`config.mk`:
```
export PLATFORM = sky130hd
export DESIGN_NAME = wdog_core
export DESIGN_NICKNAME = d
export VERILOG_FILES = /design/src/rtl/wdog_pkg.sv /design/src/rtl/wdog_regs.sv /design/src/rtl/wdog_counter.sv /design/src/rtl/wdog_shaper.sv /design/src/rtl/wdog_core.sv
export SDC_FILE = /design/constraint.sdc
export NUM_CORES = 1
export LEC_CHECK = 0
export BUFFER_PORTS_ARGS = -buffer_cell sky130_fd_sc_hd__buf_2
export CAP_MARGIN = 20
export CORE_ASPECT_RATIO = 0.7
export CORE_UTILIZATION = 35
export DETAILED_ROUTE_END_ITERATION = 10
export SKIP_LAST_GASP = 1
export SLEW_MARGIN = 20
export SYNTH_ARGS = -nofsm -noshare
export SYNTH_HDL_FRONTEND = slang
export SYNTH_HIERARCHICAL = 1
export SYNTH_SLANG_ARGS = --single-unit
```
`constraint.sdc`:
```
create_clock -name clk -period 1.6 [get_ports clk]
set_input_delay 0.08 -clock clk [delete_from_list [all_inputs] [get_ports clk]]
set_output_delay 0.08 -clock clk [all_outputs]
set_load 0.05 [all_outputs]
```
`src/rtl/wdog_pkg.sv`:
```
package wdog_pkg;
  localparam logic [7:0] A_DEVEN = 8'h00;
  localparam logic [7:0] A_CTRL  = 8'h01;
  localparam logic [7:0] A_TIME  = 8'h02;
  localparam logic [7:0] A_OUTEN = 8'h03;

  localparam int CB_UNIT  = 2;
  localparam int CB_PULSE = 3;
  localparam int CB_EN    = 4;
  localparam int CB_STAT  = 5;

  typedef struct packed {
    logic       en;
    logic       pulse;
    logic       unit_min;
    logic [1:0] width;
  } ctrl_t;
endpackage

```
`src/rtl/wdog_regs.sv`:
```
module wdog_regs
  import wdog_pkg::*;
(
  input  logic       clk,
  input  logic       rst_n,
  input  logic       reg_we,
  input  logic [7:0] reg_addr,
  input  logic [7:0] reg_wdata,
  input  logic       expire,
  input  logic [7:0] count_q,
  output logic [7:0] reg_rdata,
  output logic       dev_en,
  output logic       out_en,
  output ctrl_t      ctrl,
  output logic       status,
  output logic       time_wr
);
  logic  wr_ctrl, wr_deven, wr_outen;
  logic  status_d;
  ctrl_t ctrl_d;
  logic  unused_wbits;

  assign wr_ctrl  = reg_we && (reg_addr == A_CTRL);
  assign wr_deven = reg_we && (reg_addr == A_DEVEN);
  assign wr_outen = reg_we && (reg_addr == A_OUTEN);
  assign time_wr  = reg_we && (reg_addr == A_TIME);
  assign unused_wbits = ^reg_wdata[7:6];

  always_comb begin
    ctrl_d   = '{en: reg_wdata[CB_EN], pulse: reg_wdata[CB_PULSE],
                 unit_min: reg_wdata[CB_UNIT], width: reg_wdata[1:0]};
    // a new expiry outranks a clearing write
    status_d = expire | (status & ~(wr_ctrl & reg_wdata[CB_STAT]));
  end

  always_ff @(posedge clk or negedge rst_n) begin
    if (!rst_n) begin
      ctrl   <= '0;
      status <= 1'b0;
      dev_en <= 1'b0;
      out_en <= 1'b0;
    end else begin
      status <= status_d;
      if (wr_ctrl)  ctrl   <= ctrl_d;
      if (wr_deven) dev_en <= reg_wdata[0];
      if (wr_outen) out_en <= reg_wdata[0];
    end
  end

  always_comb begin
    unique case (reg_addr)
      A_DEVEN: reg_rdata = {7'd0, dev_en};
      A_CTRL:  reg_rdata = {2'd0, status, ctrl};
      A_TIME:  reg_rdata = count_q;
      A_OUTEN: reg_rdata = {7'd0, out_en};
      default: reg_rdata = 8'd0;
    endcase
  end
endmodule

```
`src/rtl/wdog_counter.sv`:
```
module wdog_counter #(
  parameter int SEC_TICKS = 1000,
  parameter int MIN_TICKS = 60000
) (
  input  logic       clk,
  input  logic       rst_n,
  input  logic       tick,
  input  logic       run,
  input  logic       unit_min,
  input  logic       time_wr,
  input  logic [7:0] time_val,
  output logic [7:0] count_q,
  output logic       expire
);
  localparam int PRESC_W = $clog2(MIN_TICKS + 1);
  localparam logic [PRESC_W-1:0] SEC_LAST = PRESC_W'(SEC_TICKS - 1);
  localparam logic [PRESC_W-1:0] MIN_LAST = PRESC_W'(MIN_TICKS - 1);

  logic [PRESC_W-1:0] presc_q, presc_d, last;
  logic [7:0]         count_d;
  logic               active, step;

  assign last   = unit_min ? MIN_LAST : SEC_LAST;
  assign active = run && tick && (count_q != 8'd0);
  assign step   = active && (presc_q >= last);
  assign expire = !time_wr && step && (count_q == 8'd1);

  always_comb begin
    presc_d = presc_q;
    count_d = count_q;
    if (time_wr) begin
      presc_d = '0;
      count_d = time_val;
    end else if (!run) begin
      presc_d = '0;
    end else if (step) begin
      presc_d = '0;
      count_d = count_q - 8'd1;
    end else if (active) begin
      presc_d = presc_q + 1'b1;
    end
  end

  always_ff @(posedge clk or negedge rst_n) begin
    if (!rst_n) begin
      presc_q <= '0;
      count_q <= 8'd0;
    end else begin
      presc_q <= presc_d;
      count_q <= count_d;
    end
  end
endmodule

```
`src/rtl/wdog_shaper.sv`:
```
module wdog_shaper #(
  parameter int PW_T0 = 1,
  parameter int PW_T1 = 25,
  parameter int PW_T2 = 125,
  parameter int PW_T3 = 5000
) (
  input  logic       clk,
  input  logic       rst_n,
  input  logic       tick,
  input  logic       run,
  input  logic       time_wr,
  input  logic       expire,
  input  logic       pulse_mode,
  input  logic [1:0] width_code,
  input  logic       out_en,
  output logic       wdt_rst_n
);
  localparam int PC_W = $clog2(PW_T3 + 1);

  logic            lvl_q, lvl_d;
  logic [PC_W-1:0] pcnt_q, pcnt_d, width;

  always_comb begin
    unique case (width_code)
      2'd0:    width = PC_W'(PW_T0);
      2'd1:    width = PC_W'(PW_T1);
      2'd2:    width = PC_W'(PW_T2);
      default: width = PC_W'(PW_T3);
    endcase
  end

  always_comb begin
    lvl_d  = lvl_q;
    pcnt_d = pcnt_q;
    if (!run || time_wr) begin
      lvl_d  = 1'b0;
      pcnt_d = '0;
    end else if (expire) begin
      if (pulse_mode) pcnt_d = width;
      else            lvl_d  = 1'b1;
    end else if (tick && (pcnt_q != '0)) begin
      pcnt_d = pcnt_q - 1'b1;
    end
  end

  always_ff @(posedge clk or negedge rst_n) begin
    if (!rst_n) begin
      lvl_q  <= 1'b0;
      pcnt_q <= '0;
    end else begin
      lvl_q  <= lvl_d;
      pcnt_q <= pcnt_d;
    end
  end

  assign wdt_rst_n = ~((lvl_q | (pcnt_q != '0)) & out_en);
endmodule

```
`src/rtl/wdog_core.sv`:
```
module wdog_core
  import wdog_pkg::*;
#(
  parameter int SEC_TICKS = 1000,
  parameter int MIN_TICKS = 60000,
  parameter int PW_T0     = 1,
  parameter int PW_T1     = 25,
  parameter int PW_T2     = 125,
  parameter int PW_T3     = 5000
) (
  input  logic       clk,
  input  logic       rst_n,
  input  logic       tick,
  input  logic       reg_we,
  input  logic [7:0] reg_addr,
  input  logic [7:0] reg_wdata,
  output logic [7:0] reg_rdata,
  output logic       wdt_rst_n
);
  logic [1:0] rst_pipe;
  logic       rst_n_s;
  logic       dev_en, out_en, status, time_wr, expire, run;
  logic [7:0] count_q;
  ctrl_t      ctrl;

  always_ff @(posedge clk or negedge rst_n) begin
    if (!rst_n) rst_pipe <= 2'b00;
    else        rst_pipe <= {rst_pipe[0], 1'b1};
  end
  assign rst_n_s = rst_pipe[1];

  assign run = dev_en && ctrl.en;

  wdog_regs u_regs (
    .clk(clk), .rst_n(rst_n_s), .reg_we(reg_we), .reg_addr(reg_addr),
    .reg_wdata(reg_wdata), .expire(expire), .count_q(count_q),
    .reg_rdata(reg_rdata), .dev_en(dev_en), .out_en(out_en), .ctrl(ctrl),
    .status(status), .time_wr(time_wr)
  );

  wdog_counter #(.SEC_TICKS(SEC_TICKS), .MIN_TICKS(MIN_TICKS)) u_cnt (
    .clk(clk), .rst_n(rst_n_s), .tick(tick), .run(run),
    .unit_min(ctrl.unit_min), .time_wr(time_wr), .time_val(reg_wdata),
    .count_q(count_q), .expire(expire)
  );

  wdog_shaper #(.PW_T0(PW_T0), .PW_T1(PW_T1), .PW_T2(PW_T2), .PW_T3(PW_T3)) u_shp (
    .clk(clk), .rst_n(rst_n_s), .tick(tick), .run(run), .time_wr(time_wr),
    .expire(expire), .pulse_mode(ctrl.pulse), .width_code(ctrl.width),
    .out_en(out_en), .wdt_rst_n(wdt_rst_n)
  );
endmodule

```
Word level (Yosys, flattened, before mapping) --
Index checks and enable logic that the tools add are counted.
Cells by class: $add $sub $neg 3, magnitude comparators 1, eq/ne operators 9, muxes and demuxes 17, bitwise logic cells 7, reductions and logical operators 25
Operators with widths (count):
- $mux W16 | 5
- $mux W13 | 4
- $pmux W13 S3 | 1
- $pmux W8 S4 | 1
- $mux W8 | 3
- $add A16 B1 Y16 const B | 1
- $eq A8 B1 Y1 const B | 2
- $eq A8 B2 Y1 const B | 2
- $ge A16 B16 Y1 | 1
- $reduce_bool A13 Y1 | 1
- $sub A13 B1 Y13 const B | 1
- $logic_and A1 B1 Y1 | 11
- $logic_not A8 Y1 | 1
- $reduce_bool A8 Y1 | 1
- $sub A8 B1 Y8 const B | 1
- $reduce_and A2 Y1 | 3
- $reduce_bool A2 Y1 | 3
- $ne A4 B4 Y1 const B | 1
- $and A1 B1 Y1 | 3
- $mux W1 | 3
- $ne A3 B3 Y1 const B | 1
- $reduce_bool A3 Y1 | 1
- $eq A2 B1 Y1 const B | 1
- $eq A2 B2 Y1 const B | 1
- 6 further kinds | 9
Word-level totals: bits in registers 48, output and inout port bits 9, logic and storage cells 74

Logic depth before layout (Yosys ltp) --
Gate-level depths: netlist (run 1).
word-level depth 8, depth in mapped cells 14

By module --
Netlist (run 1), hierarchy kept.
By module, submodules not included:
- wdog_counter | instances 1, cells an instance 186, area an instance 1639.1 µm², seq. area each 600.6 µm²
- wdog_shaper | instances 1, cells an instance 109, area an instance 1006.0 µm², seq. area each 350.3 µm²
- wdog_regs | instances 1, cells an instance 46, area an instance 519.2 µm², seq. area each 200.2 µm²
- wdog_core | instances 1, cells an instance 4, area an instance 60.1 µm², seq. area each 50.0 µm²

Least setup slack after synthesis (run 1) --
OpenSTA, ideal clock, no wires.
path kind register to register, from reg u_regs/ctrl[2] (netlist name), to reg u_shp.pcnt_q[8], library setup time 124 ps, arrival 2972 ps, slack -1496 ps, cell stages (with the launch flop) 15, path buffers 3, cell sequence dfrtp_1 -> inv_1 -> ha_1 -> a21o_1 -> a21o_1 -> a211oi_2 -> buf_2 -> buf_2 -> nor3_1 -> nor2b_1 -> a21boi_2 -> o21a_1 -> buf_6 -> o22ai_2 -> a211o_1
On the way: cells in the longest elaborated chain, start to end 7, elaborated cells between the ends (all ways) 10, classes of those cells order compare: 1; eq/ne: 1; mux: 3; reduce/logical: 5
Ends and longest elaborated chain:
- $mux W16 (*) | RTL line wdog_counter.sv:23 | assign last = unit_min ? MIN_LAST : SEC_LAST;
- $ge A16 B16 Y1 (*) | RTL line wdog_counter.sv:25 | assign step = active && (presc_q >= last);
- $logic_and A1 B1 Y1 (*) | RTL line wdog_counter.sv:25
- $logic_and A1 B1 Y1 (*) (2 in series) | RTL line wdog_counter.sv:26 | assign expire = !time_wr && step && (count_q == 8'd1);
- via expire | RTL line wdog_core.sv:22 | logic dev_en, out_en, status, time_wr, expire, run;
- $ne A3 B3 Y1 (no line), or another cell as far along
- $reduce_and A2 Y1 (no line) / $mux W13 (equally long branches)
- end signal, assigned | RTL line wdog_shaper.sv:52 | pcnt_q <= pcnt_d;
- end, declared | RTL line wdog_shaper.sv:21 | logic [PC_W-1:0] pcnt_q, pcnt_d, width;
Mark *: on every way through the listed nets, which the timed path passes. The rest lies on a longest branch. A chain may end at the register's enable or synchronous reset.

Worst setup path after layout (run 1) --
from reg u_regs/ctrl[2] (netlist name), to reg u_shp.pcnt_q[5]
On the way: cells in the longest elaborated chain, start to end 7, elaborated cells between the ends (all ways) 10, classes of those cells order compare: 1; eq/ne: 1; mux: 3; reduce/logical: 5
Ends and longest elaborated chain (RTL line):
- $mux W16 (*) | wdog_counter.sv:23
- $ge A16 B16 Y1 (*) | wdog_counter.sv:25
- $logic_and A1 B1 Y1 (*) | wdog_counter.sv:25
- $logic_and A1 B1 Y1 (*) (2 in series) | wdog_counter.sv:26
- via expire | wdog_core.sv:22
- $ne A3 B3 Y1 (no line), or another cell as far along
- $reduce_and A2 Y1 (no line) / $mux W13 (equally long branches)
Marked as above.

==> flow_metrics.tcl, run 1 <==
set metrics [dict create \
    worstSetupEndpointType "register" \
    skew_ns 0.00958 \
    synth-main-ff-cell "dfrtp_1" \
    viasPerCell 5.44 \
    io_buffers 28 \
    status "complete, but fails checks" \
    p_per_area_nw_per_um2 547 \
    rsz0062_at_grt "true" \
    ys_seq_area_share_pct 37.3 \
    grt_max_degree 47 \
    hold_viol_final 0 \
    finalSetupViolCount 41 \
    min-delay-start "reg_wdata[2]" \
    hp-class "in -> reg" \
    fin_tns_setup_ns -29.19 \
    routed_wirelength_mm 10.1 \
    clk_pin_slew_ns 0.07 \
    critical_path_required_ns 1.76 \
    root_buffer "clkbuf_16" \
    cts_buffer_depth 2 \
    drive_gt1_share_pct 43.3 \
    cts_tree "built" \
    h-tree-depth 2 \
    async_flop_share_pct 100 \
    drc_errors 0 \
    tightest_slew_ns 0.707 \
    ff2ff_setup_slack_ns -0.96 \
    syn_inst 345 \
    place_congestion 0.885 \
    ioPinCount 29 \
    r2r_end "u_shp/pcnt_q[5]" \
    grt_pass1_vias 3094 \
    initial_utilization_pct 37.1 \
    min_to "u_regs/ctrl[2]" \
    ir_drop_v 0.000346 \
    coreArea_um2 8690 \
    dieArea_um2 9610 \
    critPathLaunchType "register" \
    min_path_cells 2 \
    fin_ws_ns -0.959 \
    cts.sinks 48 \
    clock.fmax_mhz 391 \
    layout.nets 523 \
    grt_pass1_wl_mm 16.0 \
    synth_enable_flop_cells 0 \
    cpPeakStageDelay_ns 0.47 \
    rows 28 \
    antenna_cells 0 \
    drt-pass1-iter-count 6 \
    ant_nets 0 \
    post-place-ws_ns -0.949 \
    ys_types 67 \
    worst_path_max_delay_cell "dfrtp_2" \
    yosysWarnings 6 \
    place_area_um2 4350 \
    path_cells "inv_6 > ha_1 > nand3_2 > nor4_4 > a211oi_2 > nor3_4 > nor2b_4 > a21boi_2 > o21a_2 > buf_6 > o21ai_4 > o2bb2ai_1" \
    timing.rr.start "u_regs/ctrl[2]" \
    reg2regPathDepth 12 \
    utilization_pct 55.5 \
    critical_path_class "reg -> reg" \
    drv_cap 0 \
    fin_crit_ns 2.56 \
    cts_made_buffers 5 \
    netlist_area_um2 3220 \
    fin_area_um2 4820 \
    slew_viol_final 0 \
    wl_per_cell_um 16.6 \
    antenna_found_initial 0 \
    grt_use_total_pct 22.4 \
    die_w_um 117 \
    relSlewSlack_pct 52.7 \
    violations "negative setup slack" \
    vias 3293 \
    grt_overflow 0 \
    ys_ff_latch 48 \
    holdWs_ns 0.0430 \
    min_period_over_period_pct 160 \
    syn_area_per_cell_um2 9.35 \
    synth_nets 383 \
    area_delta_synth_final_pct 49.6 \
    crit_fanout 7 \
    p_leak_nw 2.19 \
    critPathArrivalTime_ns 2.72 \
    clk_latency_ns 0.29 \
    dieHeight_um 82.3 \
    fillCellCount 772 \
    dpl.hpwl_mm 7.17 \
    drtIter0Drc 221 \
]
==> metrics by stage <==
stage	std cells	total power, W
final	605	0.00264
after global routing	605	0.00276
after CTS	604	0.00267
after detailed placement	584	0.00162
after global placement	584	0.00162
after floorplan	345	0.00145
==> state kept, by name, indices dropped and copies added, names as in the netlist <==
signal         count
u_regs/ctrl        5
u_regs/status      1
rst_pipe           2
u_cnt/presc_q     16
u_shp/lvl_q        1
u_cnt/count_q      8
u_regs/dev_en      1
u_regs/out_en      1
u_shp/pcnt_q      13
==> cells by family (layout without fill, tap and decap cells) <==
family          count (synthesis)  count (layout)  share of synthesized area [%]
mux                             9               9                           4.04
other cells                     1               1                          0.116
xor+xnor                       13              13                           3.53
buf+inv                        28             168                           3.96
simple gates                  141             141                           24.3
flops                          48              48                           37.3
compound gates                 87              87                           19.9
fa+ha+maj                      18              18                           6.98
==> worst max-delay path by stage <==
| stage | from | to | cells after the start |
|---|---|---|---|
| after global routing | u_regs/ctrl[2] | u_shp/pcnt_q[5] | 12 |
| final | u_regs/ctrl[2] | u_shp/pcnt_q[5] | 12 |
| after CTS | u_regs/ctrl[2] | u_shp/pcnt_q[6] | 11 |
| after detailed placement | u_regs/ctrl[2] | u_shp/pcnt_q[3] | 12 |
| after floorplan | u_regs/ctrl[2] | u_shp/pcnt_q[8] | 14 |
| after global placement | u_cnt/count_q[2] | u_shp/pcnt_q[3] | 10 |
==> timing repair <==
item                                   CTS  global route
pin swaps                               25             4
setup endpoints to repair               41            41
gates cloned                             2             0
hold buffers                             1             0
setup buffers                           10             1
resized for setup                       52             3
endpoints found under the hold margin    2             0
==> area by class of cell <==
class,count,area (µm²),area share [%]
Clock buffer,6,129,2.67
Clock inverter,1,5.00,0.104
Inverter,15,61.3,1.27
Multi-Input combinational cell,269,2140,44.4
Sequential cell,48,1200,25.0
Tap cell,120,150,3.11
Timing Repair Buffer,146,1130,23.4
==> synthesized netlist by cell type, drive strengths merged, types with 7 or more instances <==
master	count	share of area, %
a211oi	9	2.3
a21oi	10	1.6
a31oi	11	2.1
and3	8	1.6
buf	8	1.6
dfrtp	48	37
ha	18	7.0
inv	15	1.7
mux2	7	3.0
nand2	23	2.7
nand3	9	1.4
nand4	9	1.7
nor2	39	4.5
nor3	9	1.4
nor4	7	2.3
o21ai	11	1.8
o2bb2ai	7	1.9
or3	7	1.4
xnor2	11	3.0
==> critical path: cells and delay by family, from the launching register on <==
kind                     cells  cell delay [ns]
AO/OA/AOI/OAI                5             0.74
AND/OR/NAND/NOR              4             0.68
flip-flops                   1             0.47
adder cells (fa/ha/maj)      1             0.30
buffers and inverters        2             0.23
==> cell usage in the layout, fill, tap and decap left out, types with 5 or more instances in the layout <==
cell / synthesis / routed
a211oi_1: 8 / 7
a21oi_1: 10 / 10
a22oi_1: 6 / 6
a31oi_1: 11 / 11
and2_1: 5 / 5
and3_1: 7 / 7
buf_2: 6 / 26
buf_4: 0 / 101
buf_6: 2 / 13
clkbuf_16: 0 / 5
dfrtp_1: 48 / 46
ha_1: 18 / 13
ha_4: 0 / 5
inv_1: 15 / 14
mux2_4: 5 / 5
nand2_1: 23 / 20
nand3_1: 9 / 7
nand4_1: 9 / 9
nor2_1: 39 / 34
nor2b_1: 6 / 5
nor3_1: 9 / 7
o21ai_0: 8 / 6
o2bb2ai_1: 7 / 5
or3_1: 7 / 7
xnor2_1: 11 / 11
==> power breakdown <==
part,total (W),internal (W),leakage [nW],switching [W]
Clock,0.00101,0.000569,0.0667,0.000446
Combinational,0.000358,0.000170,1.47,0.000188
Sequential,0.00126,0.00124,0.655,0.0000229
==> per-layer routing <==
metal	GRT usage [%]	vias to the layer above	wire length [µm]
met5	0	-	0
met4	6.84	0	112
met3	3.43	10	473
met2	34.1	94	4360
met1	32.4	1610	5110
li1	-	1579	-
Power figures use the tool's default switching activity.
==> inputs of run 2 (changes only) <==
--- a/config.mk
+++ b/config.mk
@@ -8,8 +8,9 @@
 export BUFFER_PORTS_ARGS = -buffer_cell sky130_fd_sc_hd__buf_2
 export CAP_MARGIN = 20
 export CORE_ASPECT_RATIO = 0.7
-export CORE_UTILIZATION = 35
+export CORE_UTILIZATION = 55
 export DETAILED_ROUTE_END_ITERATION = 10
+export PLACE_DENSITY = 0.75
 export SKIP_LAST_GASP = 1
 export SLEW_MARGIN = 20
 export SYNTH_ARGS = -nofsm -noshare
==> run 2 against run 1 <==
Against the previous run: the run still ends with negative setup slack left; critical path depth stayed put; maximum frequency is 4.9% lower; power is 7.0% lower; global-route usage is 17 points higher; clock skew is 0.0087 ns higher; sequential cell count stayed put; via count is 9.0% higher; worst hold slack worse by 0.028 ns; die area is 36% lower.
==> flow_metrics.tcl, run 2 (synthesized netlist as in run 1, its figures left out) <==
set metrics [dict create \
    power_w 0.00245 \
    coreArea_um2 5450 \
    viasPerCell 6.49 \
    fin_ws_ns -1.09 \
    worstSetupEndpointType "register" \
    ff2ff_setup_slack_ns -1.09 \
    area_delta_synth_final_pct 43.1 \
    cts_tree "built" \
    drtIter0Drc 409 \
    timing.rr.start "u_regs/ctrl[2]" \
    cts_buffer_depth 2 \
    antenna_cells 0 \
    r2r_end "u_shp/pcnt_q[8]" \
    die_w_um 93.5 \
    dpl.hpwl_mm 7.39 \
    hold_viol_final 0 \
    final_common_cell "buf_4" \
    fillCellCount 300 \
    rows 22 \
    fin_crit_ns 2.69 \
    routed_wirelength_mm 11.3 \
    min_period_over_period_pct 168 \
    p_per_area_nw_per_um2 532 \
    h-tree-depth 2 \
    ioPinCount 29 \
    drv_cap 0 \
    relSlewSlack_pct 57.9 \
    cts.sinks 48 \
    wl_per_cell_um 20.4 \
    antenna_found_initial 0 \
    root_buffer "clkbuf_8" \
    grt_pass1_wl_mm 17.9 \
    place_area_um2 4260 \
    p_leak_nw 2.13 \
    ir_drop_v 0.000410 \
    clk_latency_ns 0.31 \
    skew_ns 0.0183 \
    clk_pin_slew_ns 0.10 \
    critical_path_class "reg -> reg" \
    rsz0062_at_grt "true" \
    dieArea_um2 6180 \
    ant_nets 0 \
    grt_overflow 0 \
    finalSetupViolCount 41 \
    vias 3589 \
    reg2regPathDepth 12 \
    layout.nets 518 \
    layout_common_cells "buf_4, dfrtp_1, nor2_1" \
    initial_utilization_pct 59.2 \
    clock.fmax_mhz 372 \
    holdWs_ns 0.0153 \
    drc_errors 0 \
    largest_reg_flops 16 \
    critical_path_required_ns 1.79 \
    violations "negative setup slack" \
    top_register "u_cnt/presc_q" \
    drt-pass1-iter-count 5 \
    io_buffers 28 \
    tightest_slew_ns 0.616 \
    crit_end "u_shp/pcnt_q[8]" \
    drive_gt1_share_pct 41.8 \
    grt_max_degree 20 \
    top_regs "u_cnt/presc_q (16), u_shp/pcnt_q (13), u_cnt/count_q (8)" \
    slew_viol_final 0 \
    critPathLaunchType "register" \
    cts_made_buffers 5 \
    grt_use_total_pct 38.9 \
    crit_fanout 7 \
    grt_pass1_vias 3531 \
    hp-class "in -> reg" \
    fin_area_um2 4610 \
    place_congestion 1.01 \
    status "complete, but fails checks" \
    dieHeight_um 66.1 \
    critPathArrivalTime_ns 2.88 \
    startpoint "u_regs/ctrl[2]" \
]
-- run 2: worst min path at each step --
stage / to / slack, ns / from / cells after the start
2_1_floorplan: rst_pipe[0] / -0.22 / rst_n / 0
3_3_place_gp: rst_pipe[0] / -0.13 / rst_n / 1
3_5_place_dp: rst_pipe[0] / -0.13 / rst_n / 1
4_1_cts: u_regs/ctrl[3] / 0.02 / reg_wdata[3] / 2
5_1_grt: u_regs/ctrl[3] / 0.02 / reg_wdata[3] / 2
6_report: u_regs/ctrl[3] / 0.02 / reg_wdata[3] / 2
-- run 2: power by group --
part	switching, W	total (W)	internal (W)
clock network	0.000431	0.000786	0.000355
logic	0.000208	0.000395	0.000187
registers	0.0000326	0.00127	0.00124
-- run 2: timing repair --
| item | 4_1_cts | 5_1_grt |
|---|---|---|
| setup endpoints to repair | 41 | 42 |
| cloned | 2 | 0 |
| resized for setup | 34 | 8 |
| pin swaps | 13 | 1 |
| setup buffers | 8 | 1 |
| endpoints found under the hold margin | 2 | 0 |
| hold buffers | 1 | 0 |
-- run 2: layout make-up --
type,count,area (µm²),share of cell area (%)
Clock inverter,1,8.76,0.190
Tap cell,72,90.1,1.95
Clock buffer,7,86.3,1.87
Multi-Input combinational cell,269,2100,45.6
Timing Repair Buffer,141,1060,23.0
Inverter,15,58.8,1.27
Sequential cell,48,1200,26.1
-- run 2: critical path, stage by stage (launching register included) --
cell and delay [ns]:
dfrtp_2 0.43, inv_4 0.08, ha_1 0.37, nand3_4 0.11, nor4_4 0.30, a211oi_4 0.13
nor3_4 0.18, buf_4 0.20, nand2_1 0.10, nand2_2 0.17, buf_4 0.14, o22ai_2 0.08
a211o_1 0.28
-- run 2: stage by stage --
step	utilization (%)	setup TNS, ns	instances	setup slack [ns]
6_report	84.6	-34.59	553	-1.09
5_1_grt	84.6	-37.41	553	-1.15
4_1_cts	84.0	-26.83	552	-0.891
3_5_place_dp	78.1	-27.88	534	-0.952
3_3_place_gp	78.1	-25.34	534	-0.882
2_1_floorplan	-	-23.08	345	-1.20
-- run 2: metal layers --
metal | up-vias | routed length (µm) | GRT usage (%)
li1 | 1552 | - | -
met1 | 1721 | 4580 | 52.3
met2 | 266 | 5030 | 61.7
met3 | 50 | 1300 | 8.28
met4 | 0 | 360 | 15.2
met5 | - | 0 | 0
